===== config.mk =====
export PLATFORM = sky130hd
export DESIGN_NAME = pal_shadow_ram
export DESIGN_NICKNAME = d
export VERILOG_FILES = /design/src/rtl/pal_pkg.sv /design/src/rtl/pal_decode.sv /design/src/rtl/pal_permute.sv /design/src/rtl/pal_halfbright.sv /design/src/rtl/pal_ram.sv /design/src/rtl/pal_shadow_ram.sv
export SDC_FILE = /design/constraint.sdc
export NUM_CORES = 1
export LEC_CHECK = 0
export BUFFER_PORTS_ARGS = -buffer_cell sky130_fd_sc_hd__buf_2
export CORE_MARGIN = 3
export CORE_UTILIZATION = 62
export DETAILED_ROUTE_END_ITERATION = 8
export PLACE_DENSITY = 0.79
export RECOVER_POWER = 25
export SKIP_CTS_REPAIR_TIMING = 1
export SYNTH_ARGS = -nofsm -noshare
export SYNTH_HDL_FRONTEND = slang
export SYNTH_SLANG_ARGS = --single-unit

===== constraint.sdc =====
create_clock -name clk -period 3.2 [get_ports clk]
set_input_delay 0.32 -clock clk [delete_from_list [all_inputs] [get_ports clk]]
set_output_delay 0.32 -clock clk [all_outputs]
set_load 0.01 [all_outputs]

===== src/rtl/pal_pkg.sv =====
package pal_pkg;
  localparam int unsigned DEF_OFF_W   = 9;
  localparam int unsigned DEF_BASE    = 'h180;
  localparam int unsigned DEF_ENTRIES = 32;
  localparam int unsigned DEF_DATA_W  = 16;
  localparam int unsigned DEF_COMP_W  = 4;
endpackage


===== src/rtl/pal_decode.sv =====
module pal_decode #(
  parameter int unsigned OFF_W   = 9,
  parameter int unsigned BASE    = 'h180,
  parameter int unsigned ENTRIES = 32,
  parameter int unsigned IDX_W   = $clog2(ENTRIES)
) (
  input  logic             wr_en,
  input  logic [OFF_W-1:0] wr_off,
  output logic             hit,
  output logic [IDX_W-1:0] idx
);
  localparam logic [OFF_W:0] LO = (OFF_W+1)'(BASE);
  localparam logic [OFF_W:0] HI = (OFF_W+1)'(BASE + 2*ENTRIES);

  logic [OFF_W:0] ext;
  logic [OFF_W:0] rel;

  always_comb begin
    ext = {1'b0, wr_off};
    rel = ext - LO;
    hit = wr_en && !wr_off[0] && (ext >= LO) && (ext < HI);
    idx = IDX_W'(rel >> 1);
  end
endmodule


===== src/rtl/pal_permute.sv =====
module pal_permute #(
  parameter int unsigned IDX_W = 5
) (
  input  logic [IDX_W-1:0] idx_in,
  output logic [IDX_W-1:0] idx_out
);
  for (genvar b = 0; b < IDX_W; b++) begin : g_rev
    assign idx_out[b] = idx_in[IDX_W-1-b];
  end
endmodule


===== src/rtl/pal_halfbright.sv =====
module pal_halfbright #(
  parameter int unsigned DATA_W = 16,
  parameter int unsigned COMP_W = 4
) (
  input  logic [DATA_W-1:0] din,
  output logic [DATA_W-1:0] dout
);
  localparam int unsigned NCOMP = DATA_W / COMP_W;
  for (genvar c = 0; c < NCOMP; c++) begin : g_comp
    assign dout[c*COMP_W +: COMP_W] = {1'b0, din[c*COMP_W+1 +: COMP_W-1]};
  end
endmodule


===== src/rtl/pal_ram.sv =====
module pal_ram #(
  parameter int unsigned DATA_W = 16,
  parameter int unsigned DEPTH  = 32,
  parameter int unsigned AW     = $clog2(DEPTH)
) (
  input  logic              clk,
  input  logic              rst,
  input  logic              we,
  input  logic [AW-1:0]     waddr,
  input  logic [DATA_W-1:0] wdata,
  input  logic [AW-1:0]     raddr,
  output logic [DATA_W-1:0] rdata
);
  logic [DATA_W-1:0] mem [DEPTH];

  always_ff @(posedge clk) begin
    if (we) mem[waddr] <= wdata;
  end

  always_ff @(posedge clk) begin
    if (rst) rdata <= '0;
    else     rdata <= mem[raddr];
  end
endmodule


===== src/rtl/pal_shadow_ram.sv =====
module pal_shadow_ram #(
  parameter int unsigned OFF_W   = pal_pkg::DEF_OFF_W,
  parameter int unsigned BASE    = pal_pkg::DEF_BASE,
  parameter int unsigned ENTRIES = pal_pkg::DEF_ENTRIES,
  parameter int unsigned DATA_W  = pal_pkg::DEF_DATA_W,
  parameter int unsigned COMP_W  = pal_pkg::DEF_COMP_W,
  localparam int unsigned IDX_W  = $clog2(ENTRIES)
) (
  input  logic              clk,
  input  logic              rst,
  input  logic              wr_en,
  input  logic [OFF_W-1:0]  wr_off,
  input  logic [DATA_W-1:0] wr_data,
  input  logic [IDX_W-1:0]  lin_idx,
  output logic [DATA_W-1:0] lin_data,
  input  logic [IDX_W:0]    pix_idx,
  output logic [DATA_W-1:0] pix_data
);
  logic              hit;
  logic [IDX_W-1:0]  widx;
  logic [IDX_W-1:0]  pidx;
  logic [DATA_W-1:0] dim;
  logic [DATA_W-1:0] full_q;
  logic [DATA_W-1:0] dim_q;
  logic              half_q;

  pal_decode #(.OFF_W(OFF_W), .BASE(BASE), .ENTRIES(ENTRIES), .IDX_W(IDX_W)) u_dec (
    .wr_en(wr_en), .wr_off(wr_off), .hit(hit), .idx(widx)
  );

  pal_permute #(.IDX_W(IDX_W)) u_perm (.idx_in(widx), .idx_out(pidx));

  pal_halfbright #(.DATA_W(DATA_W), .COMP_W(COMP_W)) u_dim (.din(wr_data), .dout(dim));

  pal_ram #(.DATA_W(DATA_W), .DEPTH(ENTRIES), .AW(IDX_W)) u_lin (
    .clk(clk), .rst(rst), .we(hit), .waddr(widx), .wdata(wr_data),
    .raddr(lin_idx), .rdata(lin_data)
  );

  pal_ram #(.DATA_W(DATA_W), .DEPTH(ENTRIES), .AW(IDX_W)) u_full (
    .clk(clk), .rst(rst), .we(hit), .waddr(pidx), .wdata(wr_data),
    .raddr(pix_idx[IDX_W-1:0]), .rdata(full_q)
  );

  pal_ram #(.DATA_W(DATA_W), .DEPTH(ENTRIES), .AW(IDX_W)) u_half (
    .clk(clk), .rst(rst), .we(hit), .waddr(pidx), .wdata(dim),
    .raddr(pix_idx[IDX_W-1:0]), .rdata(dim_q)
  );

  always_ff @(posedge clk) begin
    if (rst) half_q <= 1'b0;
    else     half_q <= pix_idx[IDX_W];
  end

  assign pix_data = half_q ? dim_q : full_q;
endmodule


==> results.md, run 1 <==
* Unrepaired setup endpoints after global routing: false
* Mapped Area at a little over 40000 um2
* # port buffers at 70
* PwrDens at 628.5 nW/um2
* CP Capture Type: primary output
* Leak Pwr at approximately 15 nW
* Total core area at between 60000 and 70000 um2
* Synth cell types at 41
* Critical path type: reg2out
* Synth Warn # at 0
* Setup WS post-layout at approximately 940 ps
* Tcrit/Tclk final at 0.7059
* Clock buffers created by TritonCTS at 98
* CTS tree: built
* Final Hold Viols at 0
* All-Layer GR Usage at 0.2934
* Post-route DRC at 0
* Post-synth EDFFs at a little over 1000
* Final WL at slightly below 100 mm
* Area post-placement at around 42000 um2
* Crit path max fanout at 16
* #FFs+latches synth at 1057
* Fin area at ~45000 um2
* Share of layout cells above drive strength 1 at 0.2615
* Drt pass-1 iters at 5
* Peak Freq at around 440 MHz
* WHS at 158.2 ps
* Clock Sinks at 1057
* Hold Path Class: in2reg
* Final setup vio count at 0
* Setup TNS Final at 0 ps
* WL per Instance at about 34 um
* GR Overflow Total at 0
* Post-route ant nets at 0
* Htree depth at 3
* Num rows at between 90 and 100
* Vias at 20520
* Hpwl dp at between 50 and 60 mm
* Minimum clock period at between 2000 and 2500 ps
* Chip height at approximately 260 um
* Die area at 68580 um2
* Headroom to the max-slew limit at -0.6407
* Syn_area_per_cell at between 20 and 25 um2
* Clk Latency, worst-skew pair at between 600 and 700 ps
* Final Slew Violations at around 340
* Clock Root Buffer: clkbuf_16
* I/O Pins at 71
* Final Power at around 29 mW
* CTS clk-pin slew, worst paths at ~60 ps
* Nets at 2024
* Seq/Total Area, Yosys at 0.7738
* Largest net degree at the start of global routing at between 60 and 70
* Vias in the first global route at 20100
* Initial antenna violation count at 6
* Status: complete, but fails checks
* CP Launch Type: flop
* Placer congestion estimate at between 0.8 and 0.9
* Die extent in x at 261.9 um
* Max_cap viols at 10
* Synthesis-to-finish area growth at 11.99%
* Worst Path Required at approximately 2900 ps
* Ys async rst share at 0
* Setup Skew at between 15 and 20 ps
* Initial Utilization at 0.6286
* Slew @ Worst Pin at between 2000 and 2500 ps
* Clock Path Buffers at 3
* Arrival @ worst endpoint at between 1500 and 2000 ps
* Peak supply drop at approximately 0.45 mV
* Mapped Nets at between 1500 and 2000
* Failing checks: capacitance limit, slew limit
* Cells after Synth at 1801
* Dpl ws at slightly below 500 ps
* Vias per cell at 7.014
* Drt initial violations at ~3300
* First-pass GRT wire length at approximately 140 mm
* Dominant synthesized flop cell: edfxtp_1
synth_stat cells, types with 4 or more instances:
| cell | number | area share |
|---|---|---|
| nor2b_1 | 10 | 0.0015 |
| buf_4 | 12 | 0.0022 |
| buf_2 | 21 | 0.0026 |
| o21ai_1 | 12 | 0.0015 |
| dfxtp_1 | 33 | 0.016 |
| a221oi_1 | 25 | 0.0054 |
| a221o_1 | 32 | 0.0079 |
| o21ai_0 | 13 | 0.0016 |
| nand2_1 | 17 | 0.0016 |
| a22oi_1 | 32 | 0.0059 |
| mux2_2 | 12 | 0.0033 |
| mux4_2 | 201 | 0.11 |
| mux2i_1 | 128 | 0.032 |
| buf_6 | 25 | 0.0069 |
| o2111ai_1 | 7 | 0.0015 |
| clkbuf_1 | 18 | 0.0017 |
| edfxtp_1 | 1024 | 0.76 |
| buf_12 | 4 | 0.0020 |
| a31oi_1 | 32 | 0.0049 |
| clkbuf_8 | 11 | 0.0037 |
| buf_8 | 4 | 0.0015 |
| dlygate4sd1_1 | 6 | 0.0013 |
| nor2_1 | 73 | 0.0068 |
| mux4_1 | 23 | 0.015 |
power breakdown:
group | switching [mW] | leakage (nW) | internal [mW]
sequential | 0.0386 | 9.48 | 15.2
clock | 5.00 | 1.62 | 6.93
combinational | 0.880 | 3.72 | 0.500
total | 5.91 | 14.8 | 22.7
per-stage QoR:
| stage | instances | util |
|---|---|---|
| after global placement | 2737 | 0.6529 |
| after global routing | 2924 | 0.7038 |
| after CTS | 2921 | 0.7040 |
| final | 2926 | 0.7039 |
| after floorplan | 1801 | - |
| after detailed placement | 2737 | 0.6529 |
layout by cell type (no fill, tap or decap), types with 4 or more instances in the layout:
| cell type | n |
|---|---|
| nand2_1 | 17 |
| clkbuf_1 | 48 |
| mux2_2 | 12 |
| edfxtp_1 | 1024 |
| a22oi_1 | 32 |
| o2111ai_1 | 7 |
| bufinv_16 | 12 |
| buf_4 | 101 |
| nor2b_1 | 9 |
| mux2i_1 | 128 |
| inv_6 | 4 |
| clkbuf_8 | 9 |
| o21ai_1 | 12 |
| nor2_1 | 73 |
| dfxtp_1 | 33 |
| a221o_1 | 32 |
| clkbuf_16 | 100 |
| a221oi_1 | 25 |
| buf_12 | 14 |
| clkinv_1 | 7 |
| a31oi_1 | 32 |
| mux4_1 | 23 |
| o21ai_0 | 13 |
| clkinv_2 | 21 |
| mux4_2 | 201 |
| buf_2 | 51 |
area by class of cell:
| class | count | area [um2] |
|---|---|---|
| antenna | 2 | 5.005 |
| tap | 855 | 1070 |
| clock buffer | 135 | 2714 |
| timing repair buffer | 193 | 1434 |
| multi-input combinational | 633 | 8232 |
| fill | 3608 | 19120 |
| sequential | 1057 | 31410 |
| clock inverter | 49 | 586.8 |
| inverter | 2 | 7.507 |
state kept, by name, indices dropped and copies added, names as in the netlist:
name,count
half_q,1
u_full.mem,480
u_full.rdata,4
u_half.mem,32
u_half.rdata,12
u_lin.mem,512
u_lin.rdata,16
worst max-delay path: stages (launching register included):
cell and delay [ps]:
dfxtp_1 730, mux2_2 420, buf_2 140
worst paths after layout:
path | start | end | slack [ps] | depth (start not counted)
worst max-delay path | half_q | pix_data[6] | 940 | 2
worst min-delay path | pix_idx[4] | u_half.rdata[6] | 160 | 2
worst max register to register | u_full.mem[7][13] | u_half.rdata[12] | 1280 | 4
worst min register to register | u_lin.mem[21][0] | u_lin.rdata[0] | 790 | 3
routing by layer:
layer	GRT usage	vias to the layer above	part of all wire
li1	-	8010	-
met1	0.4319	10700	0.37
met5	0	-	0.00037
met4	0.08762	4	0.031
met2	0.4596	1596	0.49
met3	0.05657	217	0.12
cells by family (layout without fill, tap and decap cells):
kind of cell           count (synthesis)  count (layout)  synth area share
other                                  0               2                 0
buffers and inverters                111             379           0.02349
multiplexers                         364             364            0.1613
AO/OA/AOI/OAI                        153             153           0.02873
flip-flops                          1057            1057            0.7738
AND/OR/NAND/NOR                      116             116           0.01270
No activity file was read; power rests on OpenSTA's default activity.
==> run 2, diff against run 1 <==
Clock period 3.2 ns to 2.3 ns, I/O delays scaled along.
==> run 2 against run 1 <==
Die area is the same; critical endpoint is now pix_data[10]; largest power group unchanged; clock-buffer cell count shrank 19; the flow still finishes with violations (capacitance limit, slew limit); first-iteration DRC count shrank 12%.
==> results.md, run 2 (synthesis gave the netlist of run 1 again) <==
* Status: complete, but fails checks
* Failing checks: capacitance limit, slew limit
* Worst Path Required at around 2100 ps
* Hold Path Depth at 2
* Critical Path Start: half_q
* Final Power at between 30 and 40 mW
* Vias at approximately 21000
* Setup TNS Final at 0 ps
* Most frequent cells in the layout: edfxtp_1, mux4_2, mux2i_1
* Post-route ant nets at 0
* # port buffers at 70
* Headroom to the max-slew limit at -0.1946
* Critical path type: reg2out
* Clk Latency, worst-skew pair at around 660 ps
* Minimum clock period at approximately 2200 ps
* Post-route DRC at 0
* Filler cell count at 3416
* Peak Freq at about 460 MHz
* Initial antenna violation count at 7
* Chip height at 261.9 um
* Family with the most delay on the worst path: flip-flops
* CP max stage delay at 730 ps
* Clock Path Buffers at 3
* Drt pass-1 iters at 6
* PwrDens at between 800 and 900 nW/um2
* Leak Pwr at 15.18 nW
* Hold Path Class: in2reg
* Top Registers: u_lin.mem (512), u_full.mem (480), u_half.mem (32)
* Total core area at approximately 65000 um2
* Crit path max fanout at 16
* Num rows at between 90 and 100
* Slew @ Worst Pin at 1792 ps
* Unrepaired setup endpoints after global routing: false
* Peak supply drop at approximately 0.6 mV
* Largest net degree at the start of global routing at 65
* WHS Endpoint: u_full.rdata[0]
* FF-to-FF Start: u_full.mem[2][12]
* Synthesis-to-finish area growth at 13.90%
* Drt initial violations at 2872
* All-Layer GR Usage at 0.2930
* Tcrit/Tclk final at 0.9436
* First-pass GRT wire length at around 140 mm
* Reg2reg setup slack at 480 ps
* Vias per cell at roughly 7
* Share of layout cells above drive strength 1 at 0.2833
* Start point of the worst min-delay path: pix_idx[4]
* Placer congestion estimate at slightly below 0.9
* Setup Skew at 20.63 ps
* Nets at 2075
* R2R depth at 4
* Setup WS post-layout at about 130 ps
* CTS tree: built
* WL per Instance at around 33 um
* Vias in the first global route at slightly above 20000
* I/O Pins at 71
* Commonest non-fill, non-tap cell in the layout: edfxtp_1
* GR Overflow Total at 0
* Final setup vio count at 0
* Final Slew Violations at a little under 300
* Clock buffers created by TritonCTS at between 90 and 100
* Htree depth at 3
* Arrival @ worst endpoint at roughly 1900 ps
* Hpwl dp at ~57 mm
* Max_cap viols at 8
* CP Capture Type: primary output
* CTS clk-pin slew, worst paths at 70 ps
* Final Hold Viols at 0
* Biggest register: u_lin.mem
* Die extent in x at approximately 260 um
* Final WL at 97.82 mm
* Clock Sinks at 1057
* Max reg flops at slightly above 500
* Slowest cell on the critical path: dfxtp_1
* Register area at about 31000 um2
* Die area at around 69000 um2
* Dpl ws at between 40 and 50 ps
* Critical R2R Capture: u_full.rdata[12]
* Initial Utilization at 0.6286
* Buffers & Inverters on Critical Path at 1
* Area taken by multi-input logic gates at 8232 um2
* Critical path cell sequence: mux2_2 -> buf_2
* Clock Root Buffer: clkbuf_16
* CP Launch Type: flop
* WHS at roughly 27 ps
## run 2: through the flow
step | utilization | instance area [um2] | instances
6_report | 0.7160 | 46240 | 2971
5_1_grt | 0.7159 | 46230 | 2969
4_1_cts | 0.7174 | 46330 | 2968
3_5_place_dp | 0.6671 | 43080 | 2792
3_3_place_gp | 0.6671 | 43080 | 2792
2_1_floorplan | - | 40600 | 1801
## run 2: how the worst max path moves through the flow
stage | end | depth (start not counted)
after floorplan | u_full.mem[14][0] | 5
after global placement | u_full.mem[22][12] | 6
after detailed placement | u_lin.mem[23][9] | 6
after CTS | pix_data[10] | 2
after global routing | pix_data[10] | 2
final | pix_data[10] | 2
## run 2: report_power, final
group	switching (mW)	internal (mW)	total (mW)
clock	6.79	9.61	16.4
combinational	1.25	0.758	2.00
sequential	0.0446	21.2	21.2
total	8.08	31.5	39.6
## run 2: layout make-up
cell class,count,area share
Sequential cell,1057,0.6793
Multi-Input combinational cell,633,0.1780
Clock buffer,116,0.05631
Timing Repair Buffer,246,0.04898
Tap cell,855,0.02314
Clock inverter,60,0.01394
Inverter,2,0.0001624
Antenna cell,2,0.0001082
## run 2: layer usage
metal	vias to the layer above	routed length, um	global-route usage
li1	8109	-	-
met1	10610	34610	0.4050
met2	1597	48420	0.4676
met3	239	11310	0.06736
met4	10	3428	0.1083
met5	-	53	0
